### src/rtl/cfgp_pkg.sv
package cfgp_pkg;
  localparam int unsigned BYTE_W = 8;
  typedef logic [BYTE_W-1:0] byte_t;

  localparam byte_t KEY_OPEN  = 8'h87;
  localparam byte_t KEY_CLOSE = 8'hAA;

  localparam byte_t IDX_LDSEL  = 8'h07;
  localparam byte_t IDX_DEV_HI = 8'h20;
  localparam byte_t IDX_DEV_LO = 8'h21;
  localparam byte_t IDX_REV    = 8'h22;
  localparam byte_t IDX_VND_HI = 8'h23;
  localparam byte_t IDX_VND_LO = 8'h24;
  localparam byte_t IDX_FWD    = 8'h30;

  localparam byte_t LDN_GPIO   = 8'h06;
  localparam byte_t CLOSED_RD  = 8'hFF;

  typedef enum logic [1:0] {
    ST_LOCKED = 2'd0,
    ST_HALF   = 2'd1,
    ST_OPEN   = 2'd2
  } key_st_e;
endpackage

### src/rtl/cfgp_key_fsm.sv
module cfgp_key_fsm
  import cfgp_pkg::*;
(
  input  logic  clk,
  input  logic  rst_n,
  input  logic  idx_wr,
  input  byte_t wdata,
  output logic  open_o
);
  key_st_e st_q, st_d;

  always_comb begin
    st_d = st_q;
    if (idx_wr) begin
      unique case (st_q)
        ST_LOCKED: if (wdata == KEY_OPEN) st_d = ST_HALF;
        ST_HALF:   st_d = (wdata == KEY_OPEN) ? ST_OPEN : ST_LOCKED;
        ST_OPEN:   if (wdata == KEY_CLOSE) st_d = ST_LOCKED;
        default:   st_d = ST_LOCKED;
      endcase
    end
  end

  always_ff @(posedge clk) begin
    if (!rst_n) st_q <= ST_LOCKED;
    else        st_q <= st_d;
  end

  assign open_o = (st_q == ST_OPEN);
endmodule

### src/rtl/cfgp_glob_regs.sv
module cfgp_glob_regs
  import cfgp_pkg::*;
#(
  parameter logic [15:0] DEV_ID  = 16'h0A5C,
  parameter logic [7:0]  DEV_REV = 8'h03,
  parameter logic [15:0] VND_ID  = 16'h1934
) (
  input  logic  clk,
  input  logic  rst_n,
  input  logic  open_i,
  input  logic  wr_i,
  input  logic  rd_i,
  input  logic  sel_i,
  input  byte_t wdata_i,
  input  byte_t ld_rdata_i,
  output byte_t rdata_o,
  output byte_t index_o,
  output byte_t ldev_o,
  output logic  ld_wr_o,
  output logic  ld_rd_o
);
  byte_t index_q, ldev_q, local_rd;
  logic  fwd;

  assign fwd = (index_q >= IDX_FWD);

  always_ff @(posedge clk) begin
    if (!rst_n) begin
      index_q <= '0;
      ldev_q  <= '0;
    end else if (open_i && wr_i) begin
      if (!sel_i && wdata_i != KEY_CLOSE) index_q <= wdata_i;
      if (sel_i && index_q == IDX_LDSEL)  ldev_q  <= wdata_i;
    end
  end

  always_comb begin
    unique case (index_q)
      IDX_LDSEL:  local_rd = ldev_q;
      IDX_DEV_HI: local_rd = DEV_ID[15:8];
      IDX_DEV_LO: local_rd = DEV_ID[7:0];
      IDX_REV:    local_rd = DEV_REV;
      IDX_VND_HI: local_rd = VND_ID[15:8];
      IDX_VND_LO: local_rd = VND_ID[7:0];
      default:    local_rd = '0;
    endcase
  end

  always_comb begin
    if (!open_i)     rdata_o = CLOSED_RD;
    else if (!sel_i) rdata_o = index_q;
    else if (fwd)    rdata_o = ld_rdata_i;
    else             rdata_o = local_rd;
  end

  assign ld_wr_o = open_i & wr_i & sel_i & fwd;
  assign ld_rd_o = open_i & rd_i & sel_i & fwd;
  assign index_o = index_q;
  assign ldev_o  = ldev_q;
endmodule

### src/rtl/cfg_access_port.sv
module cfg_access_port
  import cfgp_pkg::*;
#(
  parameter logic [15:0] DEV_ID  = 16'h0A5C,
  parameter logic [7:0]  DEV_REV = 8'h03,
  parameter logic [15:0] VND_ID  = 16'h1934
) (
  input  logic       clk,
  input  logic       rst_n,
  input  logic       bus_wr,
  input  logic       bus_rd,
  input  logic       bus_sel,
  input  logic [7:0] bus_wdata,
  output logic [7:0] bus_rdata,
  output logic       cfg_open,
  output logic [7:0] cur_index,
  output logic [7:0] ldev_num,
  output logic       ld_gpio_sel,
  output logic       ld_wr_stb,
  output logic       ld_rd_stb,
  input  logic [7:0] ld_rdata
);
  logic open_w;

  cfgp_key_fsm u_key (
    .clk    (clk),
    .rst_n  (rst_n),
    .idx_wr (bus_wr & ~bus_sel),
    .wdata  (bus_wdata),
    .open_o (open_w)
  );

  cfgp_glob_regs #(
    .DEV_ID  (DEV_ID),
    .DEV_REV (DEV_REV),
    .VND_ID  (VND_ID)
  ) u_regs (
    .clk        (clk),
    .rst_n      (rst_n),
    .open_i     (open_w),
    .wr_i       (bus_wr),
    .rd_i       (bus_rd),
    .sel_i      (bus_sel),
    .wdata_i    (bus_wdata),
    .ld_rdata_i (ld_rdata),
    .rdata_o    (bus_rdata),
    .index_o    (cur_index),
    .ldev_o     (ldev_num),
    .ld_wr_o    (ld_wr_stb),
    .ld_rd_o    (ld_rd_stb)
  );

  assign cfg_open    = open_w;
  assign ld_gpio_sel = (ldev_num == LDN_GPIO);
endmodule

### config.mk
export PLATFORM = sky130hd
export DESIGN_NAME = cfg_access_port
export DESIGN_NICKNAME = d
export VERILOG_FILES = /design/src/rtl/cfgp_pkg.sv /design/src/rtl/cfgp_key_fsm.sv /design/src/rtl/cfgp_glob_regs.sv /design/src/rtl/cfg_access_port.sv
export SDC_FILE = /design/constraint.sdc
export NUM_CORES = 1
export LEC_CHECK = 0
export BUFFER_PORTS_ARGS = -buffer_cell sky130_fd_sc_hd__buf_2
export CORE_MARGIN = 5
export CORE_UTILIZATION = 50
export DETAILED_ROUTE_END_ITERATION = 10
export PLACE_DENSITY = 0.82
export SLEW_MARGIN = 40
export SYNTH_ARGS = -nofsm -noshare
export SYNTH_HDL_FRONTEND = slang
export SYNTH_SLANG_ARGS = --single-unit
export TNS_END_PERCENT = 5
### constraint.sdc
create_clock -name clk -period 3.1 [get_ports clk]
set_input_delay 0 -clock clk [delete_from_list [all_inputs] [get_ports clk]]
set_output_delay 0 -clock clk [all_outputs]
set_load 0.1 [all_outputs]
After elaboration in Yosys (flattened, before gate mapping)
Cells that the tools add are included.
{ "op_classes": {"magnitude_cmp": 1, "eq_ne": 14, "muxes": 8, "bitwise": 8, "n_reduce_logical": 8} }
{ "op_table": {"columns": ["op", "count"], "rows": [
  ["$pmux 8 s6", 1],
  ["$eq 8x6->1 const B", 5],
  ["$mux 8", 3],
  ["$eq 8x3->1 const B", 2],
  ["$eq 8x8->1 const B", 2],
  ["$ge 8x6->1 const B", 1],
  ["$ne 8x8->1 const B", 1],
  ["$and 1x1->1", 7],
  ["$mux 2", 3],
  ["$pmux 2 s3", 1],
  ["$reduce_and 2->1", 2],
  ["$logic_and 1x1->1", 3],
  ["$reduce_and 3->1", 1],
  ["$eq 2x1->1 const B", 1],
  ["$eq 2x2->1 const B", 1],
  ["$logic_not 2->1", 1],
  ["$ne 2x1->1 const B", 1],
  ["$ne 2x2->1 const B", 1],
  ["$logic_not 1->1", 1],
  ["$not 1->1", 1]
]} }
{ "word_totals": {"ff_bits": 18, "in_bits": 21, "out_inout_bits": 28, "wordCells": 42} }

Depth between registers and ports, before layout
{ "logic_depth": {"depth_word": 5, "ltp_mapped": 6, "ltp_nobuf": 4} }

By module
A second synthesis with hierarchy kept.
{ "hier_totals": {"cells_unflattened": 120, "hier_area_um2": 1092.3} }
{ "by_module_without_submodules": {"columns": ["module", "instances", "cells_per_inst", "area_per_inst_um2", "seq_area_each_um2"], "rows": [
  ["cfgp_glob_regs", 1, 102, 927.1, 320.3],
  ["cfgp_key_fsm", 1, 14, 136.4, 40.0],
  ["cfg_access_port", 1, 4, 28.8, 0.0]
]} }

Least setup slack after synthesis
No wires, ideal clock.
{ "synth_path": {"kind": "register -> output", "from": "register u_regs.index_q[4], in the netlist u_regs.index_o[4]", "to": "output bus_rdata[7]", "arrival_ns": 4.035, "required_time_ns": 3.100, "slack_ns": -0.935, "path_stages_with_launch": 5, "path_buffers": 0, "cell_sequence": "dfxtp_1 or4_2 nor3_4 a21boi_0 o21ai_0"} }
{ "synth_via": {"elab_chain_len": 5, "word_cells_on_any_way": 11, "cone_classes": "1 x order compare; 6 x eq/ne; 4 x mux"} }
{ "synth_lines": {"columns": ["element", "line_no", "rtl"], "rows": [
  ["start, declared", "cfgp_glob_regs.sv:22", "byte_t index_q, ldev_q, local_rd;"],
  ["start signal, assigned", "cfgp_glob_regs.sv:32", "if (!sel_i && wdata_i != KEY_CLOSE) index_q <= wdata_i;"],
  ["branches (longest 2 deep; another with $ge 8x6->1)", null, null],
  ["$mux 8 (*)", "cfgp_glob_regs.sv:52", "else if (fwd) rdata_o = ld_rdata_i;"],
  ["$mux 8 (*)", "cfgp_glob_regs.sv:51", "else if (!sel_i) rdata_o = index_q;"],
  ["$mux 8 (*)", "cfgp_glob_regs.sv:50", "if (!open_i) rdata_o = CLOSED_RD;"],
  ["end, declared", "cfg_access_port.sv:14", "output logic [7:0] bus_rdata,"]
]} }
Every way passes the cells marked *.

Worst setup path in the final report
{ "layout_path": {"from": "register u_regs.index_q[3], in the netlist u_regs.index_o[3]", "to": "output bus_rdata[2]"} }
The elaborated chain is that of the path after synthesis.

==> results.ini <==
[pwr]
ir_drop_v=0.000245
p_per_area_mw_per_mm2=274
cellLeakagePower_nw=0.590
totalPowerFinal_mw=0.407

[timing]
fin_skew_ns=0.0129
timing.fmax_ghz=0.400
final.period_utilization=0.806
hold_violations=0
final_max_slew_viol_count=0
slew_headroom=0.536
rsz0062_at_grt=no
worst_slew_pin_slew_ns=0.690
post-route-min-period_ns=2.50
finalSetupViolations=0

[worst_setup_path]
slowest_delay_ns=0.76
critPathSlowestCell=or4_2
path_class=flip-flop to output pin
crit_required_ns=3.10
crit_chain=or4_2 > nor3b_1 > a21oi_1 > a21oi_1 > buf_2
arrival_ns=2.50
cp-end-kind=output pin
cp_common_cell=a21oi_1
path_max_fanout=5
cp-start-kind=flip-flop

[clock_network]
insertion_delay_ns=0.30
clockBufferDepth=2
cts_tree=yes
cts_sinks=18
ctsHtreeMaxLevel=1
post_cts_buffers=0
cts.clk_slew.worst_paths_ns=0.11
tritoncts.num_buffers=3
cts-root-buf=clkbuf_4

[logic_synthesis]
synthFlopType=dfxtp_1
yosysWarnings=0
synth_enable_flop_cells=0
postSynthAreaPerCell_um2=8.59
synth_cell_type_count=43
ys_seq_area_frac=0.313
syn-num-nets=155
async_reset_ff_frac=0
synth_cells=134
ys_ff_latch=18
syn_area_mm2=0.00115

[status]
status=completed

[place]
dp_hpwl_mm=2.48
place_congestion=0.864
placed_cells=204
io_buffers=48
post_dp_cell_area_mm2=0.00142

[finish]
synthToLayoutAreaGrowth_pct=29.2
nNetsFinal=205
drive_gt1_frac=0.377
antenna-diode-count=0
finish.utilization=0.673
layout_common_cells=buf_2, nor2b_1, mux2i_1
final_common_cell=buf_2
instances_no_fill=211
final_area_mm2=0.00149

[route]
drt_iter0_drc=62
ant_nets=0
dr.pass1.iters=4
drcViolationCount=0
routed_wl_mm=3.21
wl_per_cell_um=15.2
via_per_inst=5.82
via_count=1228

[global_route]
grt_max_degree=20
antenna_found_initial=0
grt_pass1_wl_mm=5.29
grtUsageTotal=0.197
grt_overflow=0
grt_pass1_vias=1146

[hold_path]
min_path_type=primary input to flip-flop

[floorplanning]
rows=17
die_y_um=58.0
start_util=0.520
dieArea_mm2=0.00336
die_w_um=58.0
num_io_pins=49
core_mm2=0.00221

[job]
max-cap-violations=0

==> routing by layer <==
layer	track usage	routed length (µm)	vias to the layer above
met4	0.0927	72	0
li1	-	-	583
met1	0.253	1350	568
met2	0.308	1430	66
met3	0.0468	354	11
met5	0	0	-
==> worst max-delay path: cells and delay by family, from the launching register on <==
family	cells	cell delay (ns)
DFF	1	0.36
buffers and inverters	1	0.45
and+or+nand+nor	2	1.09
AOI/OAI and AO/OA	2	0.31
==> state kept, by name, summed over array words and instances (netlist names) <==
signal / count
u_regs.ldev_o: 8
u_key.st_q: 2
u_regs.index_o: 8
==> cells in the mapped netlist (2+ instances only) <==
cell / count / area [µm²]
a22oi_1: 2 / 15.0
and3_1: 2 / 12.5
o21ai_0: 3 / 15.0
nor2b_1: 20 / 125
nor2_1: 11 / 41.3
a221oi_1: 2 / 17.5
inv_1: 5 / 18.8
buf_2: 2 / 10.0
clkbuf_1: 3 / 11.3
nand2_1: 8 / 30.0
dfxtp_1: 18 / 360
nand3b_1: 2 / 15.0
mux2i_1: 16 / 160
a21oi_1: 9 / 45.0
nor3_1: 3 / 15.0
==> power breakdown <==
group          internal [mW]  switching [mW]
Clock                 0.0717          0.0740
Sequential             0.228       0.0000205
Combinational         0.0178          0.0151
Total                  0.318          0.0891
==> repair_timing <==
item,in CTS,in global routing
hold endpoints to repair,3,0
hold buffers,3,0
resized for setup,0,0
==> cell type report <==
type,count,area (µm²)
clock buffers,4,36.3
fillers,203,724
inverters,5,18.8
multi-input cells,105,749
flip-flops and latches,18,378
well taps,28,35.0
repair buffers,51,270
==> final timing paths <==
check	end	start	slack, ns	cells past startpoint
setup / recovery	bus_rdata[2]	u_regs.index_o[3]	0.60	5
hold / removal	u_regs.index_o[2]	bus_wdata[2]	0.001	3
setup reg to reg	u_regs.index_o[1]	u_key.st_q[1]	1.22	4
hold reg to reg	u_key.st_q[1]	u_key.st_q[1]	0.53	2
==> logic make-up after synthesis <==
group,after synthesis,share of synthesized area
AND/OR/NAND/NOR,63,0.348
AO/OA/AOI/OAI,24,0.145
flip-flops,18,0.313
multiplexers,17,0.149
buffers and inverters,11,0.0380
XOR/XNOR,1,0.00761
==> stage by stage <==
stage               hold WS, ns  setup TNS [ns]  setup WS (ns)
detailed placement        0.295               0          0.941
finish                  0.00130               0          0.603
floorplan                 0.168         -0.0786        -0.0613
global route             0.0123               0          0.451
CTS                    0.000743               0          0.603
global placement          0.289               0          0.990
(Power assumes the default switching activity.)
